--- config.mk ---
export PLATFORM = sky130hd
export DESIGN_NAME = pulse_interval_timer
export DESIGN_NICKNAME = d
export VERILOG_FILES = /design/src/rtl/pit_pkg.sv /design/src/rtl/pit_edge_detect.sv /design/src/rtl/pit_ctrl_regs.sv /design/src/rtl/pit_count_capture.sv /design/src/rtl/pulse_interval_timer.sv
export SDC_FILE = /design/constraint.sdc
export NUM_CORES = 1
export LEC_CHECK = 0
export ABC_AREA = 0
export BUFFER_PORTS_ARGS = -buffer_cell sky130_fd_sc_hd__buf_4
export CAP_MARGIN = 15
export CORE_UTILIZATION = 56
export CTS_BUF_LIST = sky130_fd_sc_hd__clkbuf_8
export CTS_CLUSTER_DIAMETER = 100
export DETAILED_ROUTE_END_ITERATION = 8
export GPL_TIMING_DRIVEN = 0
export PLACE_DENSITY = 0.87
export SLEW_MARGIN = 10
export SYNTH_ARGS = -nofsm -noshare
export SYNTH_HDL_FRONTEND = slang
export SYNTH_SLANG_ARGS = --single-unit
--- constraint.sdc ---
create_clock -name clk -period 3.31 [get_ports clk]
set_input_delay 0.331 -clock clk [delete_from_list [all_inputs] [get_ports clk]]
set_output_delay 0.331 -clock clk [all_outputs]
set_load 0.01 [all_outputs]
--- src/rtl/pit_pkg.sv ---
// Shared definitions for the pulse interval capture timer.
// Assumes a four-word register space; addresses are fixed by the read mux.
package pit_pkg;

    typedef enum logic [1:0] {
        EDGE_FALL = 2'b00,
        EDGE_RISE = 2'b01,
        EDGE_BOTH = 2'b10,
        EDGE_NONE = 2'b11
    } edge_sel_e;

    typedef struct packed {
        logic      irq_at_start;
        edge_sel_e edge_sel;
    } mode_t;

    localparam logic [1:0] ADDR_CTRL = 2'd0;
    localparam logic [1:0] ADDR_MODE = 2'd1;
    localparam logic [1:0] ADDR_CNT  = 2'd2;
    localparam logic [1:0] ADDR_CAP  = 2'd3;

    localparam int CTRL_START_BIT = 0;
    localparam int CTRL_STOP_BIT  = 1;
    localparam int STAT_RUN_BIT   = 2;
    localparam int STAT_OVF_BIT   = 3;

endpackage

--- src/rtl/pit_edge_detect.sv ---
// Synchronizes the asynchronous measured input and flags qualifying transitions.
// Assumes SYNC_STAGES >= 2; one extra flop keeps the previous synchronized level.
// The edge flag is combinational from flops and valid for one cycle per transition.
module pit_edge_detect
    import pit_pkg::*;
#(
    parameter int SYNC_STAGES = 2
) (
    input  logic      clk,
    input  logic      rst_n,
    input  logic      clr,
    input  logic      pin_i,
    input  edge_sel_e edge_sel_i,
    output logic      edge_o
);

    localparam int LAST = SYNC_STAGES - 1;

    logic [SYNC_STAGES:0] shreg;
    logic                 cur_lvl;
    logic                 prev_lvl;

    // Shift the input through the synchronizer and the history flop.
    always_ff @(posedge clk) begin
        if (!rst_n || clr) begin
            shreg <= '0;
        end else begin
            shreg <= {shreg[SYNC_STAGES-1:0], pin_i};
        end
    end

    assign cur_lvl  = shreg[LAST];
    assign prev_lvl = shreg[SYNC_STAGES];

    // Decide whether the current transition matches the selected kind.
    always_comb begin
        unique case (edge_sel_i)
            EDGE_FALL: edge_o = prev_lvl && !cur_lvl;
            EDGE_RISE: edge_o = !prev_lvl && cur_lvl;
            EDGE_BOTH: edge_o = prev_lvl ^ cur_lvl;
            default:   edge_o = 1'b0;
        endcase
    end

    // a rising selection never flags while the synchronized level falls
    a_r9_rise_only: assert property (@(posedge clk) disable iff (!rst_n || clr)
        (edge_sel_i == EDGE_RISE && edge_o) |-> (shreg[LAST] && !shreg[SYNC_STAGES]));

endmodule

--- src/rtl/pit_ctrl_regs.sv ---
// Holds the running status and the mode word, and decodes the one-shot triggers.
// Assumes one write per cycle; stop wins over start in the same word.
// Trigger bits are never stored, so they read as zero.
module pit_ctrl_regs
    import pit_pkg::*;
#(
    parameter int DATA_W = 16
) (
    input  logic              clk,
    input  logic              rst_n,
    input  logic              clr,
    input  logic              wr_en,
    input  logic [1:0]        wr_addr,
    input  logic [DATA_W-1:0] wr_data,
    output logic              run_o,
    output mode_t             mode_o,
    output logic              start_o,
    output logic              stop_o
);

    logic  run_q;
    mode_t mode_q;
    logic  ctrl_wr;
    logic  mode_wr;

    assign ctrl_wr = wr_en && !clr && (wr_addr == ADDR_CTRL);
    assign mode_wr = wr_en && !clr && (wr_addr == ADDR_MODE);
    assign stop_o  = ctrl_wr && wr_data[CTRL_STOP_BIT];
    assign start_o = ctrl_wr && wr_data[CTRL_START_BIT] && !wr_data[CTRL_STOP_BIT];

    // Track the running status from the trigger strobes.
    always_ff @(posedge clk) begin
        if (!rst_n || clr) begin
            run_q <= 1'b0;
        end else if (stop_o) begin
            run_q <= 1'b0;
        end else if (start_o) begin
            run_q <= 1'b1;
        end
    end

    // Update the mode word, locking all but the edge field while running.
    always_ff @(posedge clk) begin
        if (!rst_n || clr) begin
            mode_q <= '0;
        end else if (mode_wr) begin
            mode_q.edge_sel <= edge_sel_e'(wr_data[1:0]);
            if (!run_q) begin
                mode_q.irq_at_start <= wr_data[2];
            end
        end
    end

    assign run_o  = run_q;
    assign mode_o = mode_q;

    // a start trigger leaves the channel running
    a_r1_start_runs: assert property (@(posedge clk) disable iff (!rst_n || clr)
        start_o |=> run_o);

    // a stop trigger leaves the channel idle
    a_r6_stop_idles: assert property (@(posedge clk) disable iff (!rst_n || clr)
        stop_o |=> !run_o);

    // the start-interrupt bit is frozen by writes while running
    a_r7_mode_locked: assert property (@(posedge clk) disable iff (!rst_n || clr)
        (run_o && mode_wr) |=> $stable(mode_o.irq_at_start));

endmodule

--- src/rtl/pit_count_capture.sv ---
// Runs the interval counter, captures it on qualifying edges and tracks rollover.
// Assumes start_i and edge_i are single-cycle and that run_i follows the triggers.
// The first count tick after a start clears the counter instead of incrementing it.
module pit_count_capture #(
    parameter int CNT_W = 16
) (
    input  logic             clk,
    input  logic             rst_n,
    input  logic             clr,
    input  logic             run_i,
    input  logic             start_i,
    input  logic             tick_i,
    input  logic             edge_i,
    input  logic             irq_mode_i,
    output logic [CNT_W-1:0] cnt_o,
    output logic [CNT_W-1:0] cap_o,
    output logic             ovf_o,
    output logic             irq_o
);

    localparam logic [CNT_W-1:0] CNT_MAX = {CNT_W{1'b1}};

    logic [CNT_W-1:0] cnt_q;
    logic [CNT_W-1:0] cap_q;
    logic             ovf_q;
    logic             wrap_q;
    logic             pend_q;
    logic             irq_q;
    logic             capture;

    assign capture = run_i && !pend_q && !start_i && edge_i;

    // Sequence start, counting, capture and rollover bookkeeping.
    always_ff @(posedge clk) begin
        if (!rst_n || clr) begin
            cnt_q  <= '0;
            cap_q  <= '0;
            ovf_q  <= 1'b0;
            wrap_q <= 1'b0;
            pend_q <= 1'b0;
            irq_q  <= 1'b0;
        end else begin
            irq_q <= 1'b0;
            if (start_i) begin
                pend_q <= 1'b1;
            end else if (run_i && pend_q) begin
                if (tick_i) begin
                    cnt_q  <= '0;
                    pend_q <= 1'b0;
                    wrap_q <= 1'b0;
                    irq_q  <= irq_mode_i;
                end
            end else if (run_i) begin
                if (capture) begin
                    cap_q  <= cnt_q;
                    cnt_q  <= '0;
                    ovf_q  <= wrap_q;
                    wrap_q <= 1'b0;
                    irq_q  <= 1'b1;
                end else if (tick_i) begin
                    cnt_q <= cnt_q + 1'b1;
                    if (cnt_q == CNT_MAX) begin
                        wrap_q <= 1'b1;
                    end
                end
            end
        end
    end

    assign cnt_o = cnt_q;
    assign cap_o = cap_q;
    assign ovf_o = ovf_q;
    assign irq_o = irq_q;

    // a capture copies the count, restarts from zero and interrupts
    a_r4_capture_copies: assert property (@(posedge clk) disable iff (!rst_n || clr)
        capture |=> (cnt_o == '0 && cap_o == $past(cnt_o) && irq_o));

    // a tick coinciding with a capture does not advance the counter
    a_r10_capture_wins: assert property (@(posedge clk) disable iff (!rst_n || clr)
        (capture && tick_i) |=> (cnt_o == '0));

    // an ordinary tick adds one, wrapping at the top
    a_r2_tick_counts: assert property (@(posedge clk) disable iff (!rst_n || clr)
        (run_i && !pend_q && !start_i && !edge_i && tick_i)
            |=> (cnt_o == CNT_W'($past(cnt_o) + 1'b1)));

    // a capture after a rollover reports it
    a_r5_ovf_reported: assert property (@(posedge clk) disable iff (!rst_n || clr)
        (capture && wrap_q) |=> ovf_o);

    // nothing moves while stopped
    a_r6_hold_when_idle: assert property (@(posedge clk) disable iff (!rst_n || clr)
        (!run_i && !start_i) |=> ($stable(cnt_o) && $stable(ovf_o) && $stable(cap_o)));

endmodule

--- src/rtl/pulse_interval_timer.sv ---
// Top of one input pulse interval capture channel.
// Assumes cnt_tick is synchronous to clk; cap_pin may be asynchronous.
// Reads are combinational; writes take effect at the next clock edge.
module pulse_interval_timer
    import pit_pkg::*;
#(
    parameter int CNT_W       = 16,
    parameter int SYNC_STAGES = 2
) (
    input  logic             clk,
    input  logic             rst_n,
    input  logic             unit_en,
    input  logic             cnt_tick,
    input  logic             cap_pin,
    input  logic             wr_en,
    input  logic [1:0]       wr_addr,
    input  logic [CNT_W-1:0] wr_data,
    input  logic [1:0]       rd_addr,
    output logic [CNT_W-1:0] rd_data,
    output logic             irq,
    output logic             run
);

    logic             clr;
    logic             run_s;
    mode_t            mode_s;
    logic             start_s;
    logic             stop_s;
    logic             edge_s;
    logic [CNT_W-1:0] cnt_s;
    logic [CNT_W-1:0] cap_s;
    logic             ovf_s;
    logic             irq_s;

    assign clr = !unit_en;

    pit_edge_detect #(.SYNC_STAGES(SYNC_STAGES)) u_edge (
        .clk        (clk),
        .rst_n      (rst_n),
        .clr        (clr),
        .pin_i      (cap_pin),
        .edge_sel_i (mode_s.edge_sel),
        .edge_o     (edge_s)
    );

    pit_ctrl_regs #(.DATA_W(CNT_W)) u_regs (
        .clk     (clk),
        .rst_n   (rst_n),
        .clr     (clr),
        .wr_en   (wr_en),
        .wr_addr (wr_addr),
        .wr_data (wr_data),
        .run_o   (run_s),
        .mode_o  (mode_s),
        .start_o (start_s),
        .stop_o  (stop_s)
    );

    pit_count_capture #(.CNT_W(CNT_W)) u_cnt (
        .clk        (clk),
        .rst_n      (rst_n),
        .clr        (clr),
        .run_i      (run_s),
        .start_i    (start_s),
        .tick_i     (cnt_tick),
        .edge_i     (edge_s),
        .irq_mode_i (mode_s.irq_at_start),
        .cnt_o      (cnt_s),
        .cap_o      (cap_s),
        .ovf_o      (ovf_s),
        .irq_o      (irq_s)
    );

    // Select the read word by address.
    always_comb begin
        rd_data = '0;
        unique case (rd_addr)
            ADDR_CTRL: begin
                rd_data[STAT_RUN_BIT] = run_s;
                rd_data[STAT_OVF_BIT] = ovf_s;
            end
            ADDR_MODE: rd_data[2:0] = mode_s;
            ADDR_CNT:  rd_data      = cnt_s;
            default:   rd_data      = cap_s;
        endcase
    end

    assign irq = irq_s;
    assign run = run_s;

    // a disabled unit is quiet and idle in the following cycle
    a_r8_unit_off: assert property (@(posedge clk) disable iff (!rst_n)
        !unit_en |=> (!irq && !run && cnt_s == '0 && cap_s == '0));

    // the stop trigger is honoured by the outputs
    a_r6_stop_port: assert property (@(posedge clk) disable iff (!rst_n || clr)
        stop_s |=> !run);

endmodule

# Word level (Yosys, flattened, before mapping)

Index checks and enable logic that the tools add are counted.

Register bits after elaboration: 43
Input port bits: 26
Word-level logic and storage cells: 80

$add $sub $neg: 1
Equal/unequal tests: 8
Muxes and demuxes: 22
Bitwise gates (word level): 4
Reduce and logical (&&, ||, !) cells: 35

Operator list:

| operator                                             | count |
|---|---|
| 2-to-1 mux 16 bit                                    | 5 |
| one-hot mux 12 bit (2 select lines)                  | 1 |
| adder 16 x 1 -> 16 bit (second input constant)       | 1 |
| equality test 16 bit (second input constant)         | 1 |
| logical AND 1 bit                                    | 12 |
| 2-to-1 mux 1 bit                                     | 12 |
| one-hot mux 1 bit (3 select lines)                   | 3 |
| AND reduction 4 bit                                  | 2 |
| logical NOT 1 bit                                    | 7 |
| equality test 2 x 1 -> 1 bit (second input constant) | 3 |
| logical NOT 2 bit                                    | 3 |
| one-hot mux 2 bit (3 select lines)                   | 1 |
| nonzero test 2 bit                                   | 3 |
| OR reduction 2 bit                                   | 3 |
| AND reduction 5 bit                                  | 1 |
| equality test 2 bit (second input constant)          | 2 |
| AND reduction 2 bit                                  | 2 |
| != test 3 x 2 -> 1 bit (second input constant)       | 1 |
| NOT 1 bit                                            | 3 |
| nonzero test 3 bit                                   | 1 |
| != test 2 bit (second input constant)                | 1 |
| logical OR 1 bit                                     | 1 |
| XOR 1 bit                                            | 1 |

# Longest topological paths before layout

Gate-level depths: netlist (run 1).

Depth after elaboration: 10
Gate-level depth with buffers: 9
Gate-level depth less buffers: 7

# Cells and area by module

A second synthesis (run 1) with hierarchy kept.

Cell total of the unflattened synthesis: 251
Area total of the unflattened synthesis: 2180.8 um^2

By module, submodules not included:

| module               | times used | cells an instance | area an instance (um^2) | sequential area each (um^2) |
|---|---|---|---|---|
| pit_count_capture    | 1          | 180               | 1510.2                  | 720.7 |
| pulse_interval_timer | 1          | 38                | 329.1                   | 0.0 |
| pit_ctrl_regs        | 1          | 19                | 198.9                   | 80.1 |
| pit_edge_detect      | 1          | 14                | 142.6                   | 60.1 |

# Worst setup path after synthesis (run 1)

OpenSTA, ideal clock, no wires.

Kind: register -> register
Start point: reg u_edge.shreg[1]
End point: reg u_cnt.cap_q[10], in the netlist u_cnt.cap_o[10]
Data arrival time: 1.688 ns
Data required time: 3.182 ns
Slack: 1.494 ns
Stages on the path, launching flop included: 10
Buffers on the path: 2
Clock period less this slack: 1.816 ns
Cells stage by stage: dfxtp_1 inv_1 ha_1 nor4b_2 a21oi_1 nor3_1 buf_4 buf_6 mux2i_1 nor2_1

Cells in the longest elaborated chain, start to end: 5
Elaborated cells on any way between the ends: 7
Classes of those cells: mux (1); bitwise (1); reduce/logical (5)

RTL lines:

| what                                     | line                    | text |
|---|---|---|
| from (decl)                              | pit_edge_detect.sv:19   | `logic [SYNC_STAGES:0] shreg;` |
| from (signal assigned)                   | pit_edge_detect.sv:28   | `shreg <= {shreg[SYNC_STAGES-1:0], pin_i};` |
| logical NOT 1 bit                        | pit_edge_detect.sv:38   | `EDGE_FALL: edge_o = prev_lvl && !cur_lvl;` |
| logical AND 1 bit                        | pit_edge_detect.sv:38   |  |
| one-hot mux 1 bit (3 select lines) (*)   | pit_edge_detect.sv:37   | `unique case (edge_sel_i)` |
| logical AND 1 bit (*)                    | pit_count_capture.sv:31 | `assign capture = run_i && !pend_q && !start_i && edge_i;` |
| AND reduction 4 bit (no source line) (*) | -                       |  |
| to (signal assigned)                     | pit_count_capture.sv:55 | `cap_q <= cnt_q;` |
| to (decl)                                | pit_count_capture.sv:24 | `logic [CNT_W-1:0] cap_q;` |

Mark *: on every way between the ends. The rest lies on a longest branch, timed or not.
A chain may end at the register's enable or synchronous reset.

# Worst setup path after layout (run 1)

Start point: reg u_edge.shreg[1]
End point: reg u_cnt.cnt_q[4], in the netlist u_cnt.cnt_o[4]

Cells in the longest elaborated chain, start to end: 7
Elaborated cells on any way between the ends: 11
Classes of those cells: eq/ne (1); mux (4); bitwise (1); reduce/logical (5)

RTL lines:

| what                                   | line                    | text |
|---|---|---|
| logical NOT 1 bit                      | pit_edge_detect.sv:38   |  |
| logical AND 1 bit                      | pit_edge_detect.sv:38   |  |
| one-hot mux 1 bit (3 select lines) (*) | pit_edge_detect.sv:37   |  |
| logical AND 1 bit (*)                  | pit_count_capture.sv:31 |  |
| 2-to-1 mux 16 bit                      | pit_count_capture.sv:54 | `if (capture) begin` |
| 2-to-1 mux 16 bit                      | pit_count_capture.sv:53 | `end else if (run_i) begin` |
| 2-to-1 mux 16 bit                      | pit_count_capture.sv:46 | `end else if (run_i && pend_q) begin` |
| to (signal assigned)                   | pit_count_capture.sv:61 | `cnt_q <= cnt_q + 1'b1;` |
| to (decl)                              | pit_count_capture.sv:23 | `logic [CNT_W-1:0] cnt_q;` |

Mark *: on every way between the ends. The rest lies on a longest branch, timed or not. The select of a mux whose other input is x is not followed.

==> results.json, run 1 <==
{
  "fin_crit_sh": 0.632,
  "critical-path-max-stage-delay_ns": 0.38,
  "finClkSkew_ns": 0.00519,
  "worstSetupStartpointType": "register",
  "die-area_um2": 4260,
  "gp_congestion": 0.873,
  "grt_max_degree": 14,
  "cts_tree": "built",
  "avgSynthCellArea_um2": 9.04,
  "start_util": 0.599,
  "leakage_nw": 1.00,
  "ctsHoldBuffers": 0,
  "place_inst": 324,
  "hold_viol_final": 0,
  "io_pins": 44,
  "p_per_area_nw_per_um2": 378,
  "core-area_um2": 3740,
  "antenna_found_initial": 0,
  "drt_drc_violations_left": 0,
  "r2r-end": "u_cnt.cnt_o[4]",
  "worstHoldStart": "wr_data[1]",
  "slowest_stage": "clkbuf_1",
  "port_buffers": 28,
  "timing.setup.tns_ns": 0,
  "synth-edff-count": 0,
  "synth_fp_nets": 277,
  "yosys-top-cells-area": "dfxtp_1 (38%), mux2i_1 (15%), nor2_1 (6.7%)",
  "setup_viol": 0,
  "dp_hpwl_um": 3480,
  "slew_headroom": 0.526,
  "grt_util_met3": 0.0521,
  "yosys_warnings": 0,
  "async_flop_share": 0,
  "register_area_um2": 861,
  "crit_fanout": 10,
  "postRouteAntennaNets": 0,
  "synth_cell_type_count": 43,
  "hold_path_depth": 2,
  "drv_slew": 0,
  "layout.cells.non_filler": 332,
  "hp-class": "input port to register",
  "area_delta_synth_final_pct": 17.3,
  "drtIter0Drc": 81,
  "grt_setup_unrepaired": "no",
  "grt_pass1_wl_um": 8260,
  "yosys.area.top_type": "dfxtp_1",
  "cts_resized": 0,
  "clk_pin_slew_ns": 0.08,
  "outcome": "finished clean",
  "drive_above_1_share": 0.215,
  "grt_usage": 0.255,
  "path_cells": "inv_1, ha_1, or2_2, a22oi_2, a31o_2, clkbuf_1, nor2_1",
  "multi_input_area_um2": 1270,
  "ir_worst_vdd_mv": 0.316,
  "yosysSeqAreaShare": 0.384,
  "top_usage_layer": "met2",
  "crit_type": "register to register",
  "antennaDiodeCount": 0,
  "fmaxAchievable_mhz": 478,
  "clk_path_buf_depth": 2,
  "critPathTopFamily": "compound AO/OA/AOI/OAI gates",
  "routed_wl_um": 4770,
  "met1_usage": 0.328,
  "worst-path-buf-inv": 2,
  "rows": 22,
  "syn_inst": 248,
  "cp-end-kind": "register",
  "grt_pass1_vias": 1791,
  "via_count": 1877,
  "worst-path-stages": 7,
  "syn_area_um2": 2240,
  "numCtsBuffers": 5,
  "post_cts_buffers": 0,
  "reg2reg_depth": 7,
  "grt_overflow": 0,
  "h-tree-depth": 2,
  "netlist.area_leader.share": 0.384,
  "nets": 312,
  "synth-seq-cells": 43,
  "cts_root_buffer": "clkbuf_8",
  "numClockSinks": 43,
  "via_per_inst": 5.65,
  "die_w_um": 65.3,
  "cp.required_ns": 3.48,
  "fillers": 304,
  "wl_per_cell_um": 14.4,
  "grt_use_met2": 0.418,
  "crit_arrival_ns": 2.26,
  "synth-main-ff-cell": "dfxtp_1",
  "cap_violations": 0,
  "r2r_start": "u_edge.shreg[1]",
  "clk-insertion-delay-late_ns": 0.30,
  "tightest_slew_ns": 0.707,
  "fin_crit_ns": 2.09,
  "firstDrtPassIters": 4,
  "hold-path-endpoint": "u_regs.run_o",
  "r2r_setup_slack_ns": 1.22,
  "die_h_um": 65.3
}
-- power by group --
group | total [mW] | switching, mW | internal [mW] | leakage [nW]
registers | 0.519 | 0.00104 | 0.518 | 0.346
logic | 0.0558 | 0.0322 | 0.0236 | 0.594
clock network | 0.419 | 0.175 | 0.244 | 0.0612
-- final cells by class --
type,count,area share
plain buffers,16,0.0328
clock buffers,6,0.0314
clock inverters,2,0.0133
inverters,6,0.00857
multi-input cells,183,0.484
flip-flops and latches,43,0.327
well taps,48,0.0228
repair buffers,28,0.0800
-- cell families after synthesis --
logic type,share of synthesized area
XOR/XNOR,0.0430
flip-flops,0.384
adder cells (fa/ha/maj),0.0168
buffers and inverters,0.0486
AO/OA/AOI/OAI,0.0726
AND/OR/NAND/NOR,0.257
multiplexers,0.178
-- synth_stat cells (2+ instances only) --
library cell	n
nand4_1	12
and3_2	3
nor2b_1	14
a211oi_1	2
dfxtp_1	43
a21oi_1	8
a22o_1	3
and2_1	2
xor2_1	10
nand3_1	10
inv_1	6
buf_2	6
ha_1	3
mux2_2	4
a41oi_1	2
nor2_1	40
o21ai_0	2
clkbuf_1	5
or3_1	3
nor3_1	4
nand2_1	11
mux2i_1	33
buf_1	2
-- state kept, by name (all words and copies together), names as in the netlist --
name	flops
u_cnt.ovf_o	1
u_cnt.irq_o	1
u_cnt.cnt_o	16
u_regs.mode_o	3
u_edge.shreg	3
u_cnt.pend_q	1
u_cnt.cap_o	16
u_regs.run_o	1
u_cnt.wrap_q	1
-- per-stage QoR --
| stage | util | hold WS (ns) | instance area [um2] | setup slack [ns] | power [mW] |
|---|---|---|---|---|---|
| after floorplan | - | 0.422 | 2240 | 1.49 | 0.564 |
| after global placement | 0.671 | 0.447 | 2510 | 1.30 | 0.585 |
| after detailed placement | 0.671 | 0.450 | 2510 | 1.24 | 0.587 |
| after CTS | 0.702 | 0.239 | 2630 | 1.22 | 0.998 |
| after global routing | 0.702 | 0.234 | 2630 | 0.996 | 1.03 |
| final | 0.702 | 0.247 | 2630 | 1.22 | 0.994 |
-- routing by layer --
metal,vias to the layer above,part of all wire
met4,0,0.013
li1,944,-
met5,-,0
met3,6,0.045
met2,46,0.48
met1,881,0.46
-- worst register-to-register path, stage by stage (launching register included) --
cell and delay, ns:
dfxtp_1 0.34, inv_1 0.06, ha_1 0.33, or2_2 0.31
a22oi_2 0.23, a31o_2 0.23, clkbuf_1 0.38, nor2_1 0.11
-- how the worst max path moves through the flow --
stage / slack [ns] / start / to
after detailed placement: 1.24 / u_edge.shreg[1] / u_cnt.ovf_o
after global placement: 1.30 / u_edge.shreg[1] / u_cnt.cap_o[7]
after floorplan: 1.49 / u_edge.shreg[1] / u_cnt.cap_o[10]
after global routing: 1.0 / u_edge.shreg[1] / u_cnt.cnt_o[10]
after CTS: 1.22 / u_edge.shreg[1] / u_cnt.cnt_o[4]
final: 1.22 / u_edge.shreg[1] / u_cnt.cnt_o[4]
-- cells in the final DEF, fill, tap and decap left out, types with 2 or more instances in the layout --
| cell type | n |
|---|---|
| a211oi_1 | 2 |
| a21oi_1 | 8 |
| a22o_1 | 3 |
| a41oi_1 | 2 |
| and2_1 | 2 |
| and3_2 | 3 |
| buf_1 | 2 |
| buf_2 | 6 |
| buf_4 | 29 |
| clkbuf_1 | 5 |
| clkbuf_8 | 6 |
| dfxtp_1 | 43 |
| ha_1 | 3 |
| inv_1 | 6 |
| mux2_2 | 4 |
| mux2i_1 | 33 |
| nand2_1 | 11 |
| nand3_1 | 10 |
| nand4_1 | 12 |
| nor2_1 | 40 |
| nor2b_1 | 14 |
| nor3_1 | 4 |
| o21ai_0 | 2 |
| or3_1 | 3 |
| xor2_1 | 10 |
Power figures use the tool's default switching activity.
==> inputs of run 2 (changes only) <==
- clock period: 3.31 -> 2 ns (I/O delays scaled with it)
==> run 2 against run 1 <==
Against the previous run: first-iteration DRC count decreased by 3.7%; cell count increased by 0.60%; wire length grew 5.3%; sequential power grew 66%; worst hold slack worse by 0.14 ns; largest cell class unchanged; highest routed layer unchanged.
==> results.json, run 2 (synthesis results as in run 1) <==
{
  "tightest_slew_ns": 0.705,
  "antennaDiodeCount": 0,
  "die_h_um": 65.3,
  "crit_fanout": 10,
  "crit_type": "register to register",
  "final_common_cell": "dfxtp_1",
  "register_area_um2": 863,
  "core-area_um2": 3740,
  "numClockSinks": 43,
  "nets": 314,
  "fin_crit_sh": 0.966,
  "hold_viol_final": 0,
  "layout.cells.non_filler": 334,
  "cp-end-kind": "register",
  "grt_pass1_vias": 1826,
  "hold_ws_ns": 0.110,
  "die-area_um2": 4260,
  "timing.setup.tns_ns": 0,
  "outcome": "finished clean",
  "gp_congestion": 0.873,
  "hp-class": "input port to register",
  "grt_pass1_wl_um": 8450,
  "routed_wl_um": 5020,
  "clk_pin_slew_ns": 0.08,
  "cts_root_buffer": "clkbuf_8",
  "h-tree-depth": 2,
  "crit_arrival_ns": 2.13,
  "drive_above_1_share": 0.248,
  "antenna_found_initial": 0,
  "clk-insertion-delay-late_ns": 0.30,
  "finClkSkew_ns": 0.00605,
  "cap_violations": 0,
  "via_per_inst": 5.69,
  "postRouteAntennaNets": 0,
  "port_buffers": 28,
  "grt_setup_unrepaired": "yes",
  "fmaxAchievable_mhz": 517,
  "area_delta_synth_final_pct": 20.6,
  "ir_worst_vdd_mv": 0.531,
  "grt_usage": 0.261,
  "die_w_um": 65.3,
  "fillers": 288,
  "slew_headroom": 0.527,
  "p_per_area_nw_per_um2": 614,
  "dp_hpwl_um": 3480,
  "drtIter0Drc": 78,
  "place_ws_ns": -0.0667,
  "multi_input_area_um2": 1310,
  "wl_per_cell_um": 15.0,
  "firstDrtPassIters": 4,
  "setup_ws_ns": 0.0672,
  "fin_crit_ns": 1.93,
  "worstSetupStartpointType": "register",
  "grt_max_degree": 14,
  "start_util": 0.599,
  "cp.required_ns": 2.19,
  "setup_viol": 0,
  "final_cell_mix": "dfxtp_1 (41), nor2_1 (40), mux2i_1 (31)",
  "io_pins": 44,
  "clk_path_buf_depth": 2,
  "leakage_nw": 1.02,
  "ctsHoldBuffers": 0,
  "via_count": 1901,
  "rows": 22,
  "drt_drc_violations_left": 0,
  "drv_slew": 0,
  "final_util": 0.722,
  "numCtsBuffers": 5,
  "cts_tree": "built",
  "place_inst": 324,
  "grt_overflow": 0
}
run 2: cell types whose count changed in the layout (fill, tap and decap cells not counted), sizes merged:
cell / before / now
buf: 38 / 39
clkbuf: 11 / 12
run 2: path summary, 6_finish.rpt:
check / startpoint / endpoint / slack, ns / depth (start not counted)
max: u_edge.shreg[2] / u_cnt.cnt_o[11] / 0.07 / 8
min: wr_data[1] / u_regs.run_o / 0.11 / 2
min reg2reg: u_cnt.wrap_q / u_cnt.wrap_q / 0.48 / 2
max reg2reg: u_edge.shreg[2] / u_cnt.cnt_o[11] / 0.07 / 8
run 2: per-stage QoR:
step | power [mW] | cell area (um2)
detailed placement | 0.971 | 2510
floorplan | 0.933 | 2240
global placement | 0.968 | 2510
finish | 1.66 | 2700
global route | 1.71 | 2700
CTS | 1.65 | 2650
run 2: repair_timing:
action / in CTS / in global routing
resized for setup: 1 / 14
buffers inserted: 2 / 0
endpoints found under the setup margin: 19 / 33
run 2: routing by layer:
layer	up-vias	part of all wire	global-route usage
met5	-	0	0
met4	0	0.023	0.0978
met3	9	0.052	0.0538
met2	55	0.49	0.429
met1	901	0.44	0.333
li1	936	-	-
run 2: critical path, cell delays in order, from the launching register on:
cell and delay [ns]:
dfxtp_2 0.36, inv_1 0.05, ha_1 0.20, mux2_2 0.29, a211o_1 0.32, clkbuf_4 0.21, nand4_1 0.12, xor2_1 0.19
nor2_1 0.07
run 2: area by class of cell:
type,count,share of cell area
Timing Repair Buffer,30,0.0847
Multi-Input combinational cell,183,0.484
Sequential cell,43,0.319
Clock buffer,6,0.0306
Buffer,16,0.0375
Tap cell,48,0.0222
Clock inverter,2,0.0130
Inverter,6,0.00833
run 2: power by group:
| group | internal [mW] | switching [mW] | total [mW] |
|---|---|---|---|
| clock | 0.404 | 0.300 | 0.704 |
| combinational | 0.0413 | 0.0549 | 0.0962 |
| sequential | 0.857 | 0.00191 | 0.859 |
| total | 1.30 | 0.357 | 1.66 |
==> inputs of run 3 (changes only) <==
- CORE_UTILIZATION: 56 -> 51
- GPL_ROUTABILITY_DRIVEN: not set -> 0
- MAX_ROUTING_LAYER: not set -> met4
- PLACE_DENSITY: 0.87 -> 0.84
- clock period: 2 -> 1.7 ns (I/O delays scaled with it)
==> run 3 against run 2 <==
Against the previous run: the flow now finishes with violations (setup timing); first-iteration DRC count rose by 130%; critical endpoint is now u_cnt.cap_o[7]; die area rose by 9.5%; largest cell class unchanged; wire length increased by 19%.
==> results.json, run 3 (synthesis results as in run 1) <==
{
  "grt_overflow": 0,
  "critical-path-max-stage-delay_ns": 0.37,
  "io_pins": 44,
  "clk-insertion-delay-late_ns": 0.30,
  "hp-class": "input port to register",
  "area_delta_synth_final_pct": 28.7,
  "numClockSinks": 43,
  "place_ws_ns": -0.301,
  "fin_crit_ns": 1.92,
  "firstDrtPassIters": 4,
  "setup_viol": 32,
  "grt_max_degree": 13,
  "start_util": 0.545,
  "wl_met2_um": 2960,
  "grt_pass1_wl_um": 9470,
  "outcome": "finished with violations",
  "setup_ws_ns": -0.225,
  "ctsHoldBuffers": 0,
  "via_per_inst": 5.97,
  "ir_worst_vdd_mv": 0.554,
  "antennaDiodeCount": 0,
  "leakage_nw": 1.11,
  "fmaxAchievable_mhz": 520,
  "grt_pass1_vias": 1985,
  "die_h_um": 68.3,
  "crit_top_cell": "buf_12",
  "layout.cells.non_filler": 346,
  "clk_pin_slew_ns": 0.08,
  "port_buffers": 28,
  "place_inst": 326,
  "crit_fanout": 5,
  "nets": 324,
  "crit_arrival_ns": 2.10,
  "cp-end-kind": "register",
  "hold_viol_final": 0,
  "grt_usage": 0.291,
  "drive_above_1_share": 0.331,
  "slew_headroom": 0.634,
  "crit_type": "register to register",
  "met1Wirelength_um": 2460,
  "final_util": 0.701,
  "worstSetupStartpointType": "register",
  "path_cells": "inv_2, ha_2, mux2_4, a21oi_2, nor3_1, buf_4, buf_12, buf_12, mux2i_1, nor2_1",
  "wl_met3_um": 348,
  "tightest_slew_ns": 0.549,
  "die-area_um2": 4660,
  "finClkSkew_ns": 0.00527,
  "slowest_stage": "dfxtp_2",
  "p_per_area_nw_per_um2": 644,
  "routed_wl_um": 5990,
  "worst-path-buf-inv": 4,
  "drv_slew": 0,
  "violations": "setup timing",
  "top_layer": "met4",
  "numCtsBuffers": 5,
  "critPathTopFamily": "buffers and inverters",
  "cp.required_ns": 1.87,
  "die_w_um": 68.3,
  "cts_root_buffer": "clkbuf_8",
  "wl_per_cell_um": 17.3,
  "fin_crit_sh": 1.13,
  "final_cell_mix": "nor2_1 (38), dfxtp_1 (38), buf_4 (37)",
  "h-tree-depth": 2,
  "postRouteAntennaNets": 0,
  "core-area_um2": 4120,
  "dp_hpwl_um": 3600,
  "cts_tree": "built",
  "drt_drc_violations_left": 0,
  "clk_path_buf_depth": 2,
  "via_count": 2064,
  "rows": 23,
  "cap_violations": 0,
  "hold_ws_ns": 0.0819,
  "grt_setup_unrepaired": "yes",
  "antenna_found_initial": 0,
  "drtIter0Drc": 180
}
==> run 3: cell types whose count changed in the layout (fill, tap and decap cells not counted), moves of 3 or more <==
| cell | previous run | this run |
|---|---|---|
| buf_4 | 30 | 37 |
| buf_6 | 1 | 4 |
| dfxtp_1 | 41 | 38 |
| dfxtp_2 | 2 | 5 |
==> run 3: final cells by class <==
cell class / instances / area (um2)
clock buffer: 7 / 96.3
clock inverter: 1 / 3.75
buffer: 15 / 101
inverter: 6 / 22.5
sequential: 43 / 867
timing repair buffer: 41 / 344
fill: 283 / 1230
tap: 50 / 62.6
multi-input combinational: 183 / 1390
==> run 3: path summary, 6_finish.rpt <==
kind                                       from             end  slack, ns  depth (start not counted)
worst max-delay path            u_edge.shreg[2]  u_cnt.cap_o[7]      -0.22                         10
worst min register to register     u_cnt.wrap_q    u_cnt.wrap_q       0.48                          2
worst min-delay path                 wr_data[1]    u_regs.run_o       0.08                          2
worst max register to register  u_edge.shreg[2]  u_cnt.cap_o[7]      -0.22                         10
==> run 3: routing by layer <==
layer  global-route usage  up-vias
met5                    -        -
met4                0.151        0
met3               0.0550       30
met2                0.489      102
met1                0.326      963
li1                     -      969
==> run 3: power by group <==
group	internal (mW)	leakage [nW]	total, mW	switching, mW
Combinational	0.0606	0.703	0.135	0.0745
Clock	0.365	0.0557	0.712	0.347
Sequential	1.01	0.349	1.01	0.00263
==> run 3: repair_timing <==
item / 4_1_cts / 5_1_grt
pin swaps: 14 / 3
hold endpoints to repair: 0 / 0
gates cloned: 2 / 0
setup buffers: 8 / 4
gates resized for setup: 26 / 10
setup endpoints to repair: 39 / 36
==> run 3: metrics by stage <==
step | TNS (ns) | cell area, um2 | power [mW]
finish | -3.81 | 2880 | 1.86
global route | -6.50 | 2880 | 1.91
CTS | -2.50 | 2850 | 1.84
detailed placement | -6.78 | 2540 | 1.14
global placement | -5.36 | 2540 | 1.14
floorplan | -0.690 | 2270 | 1.10
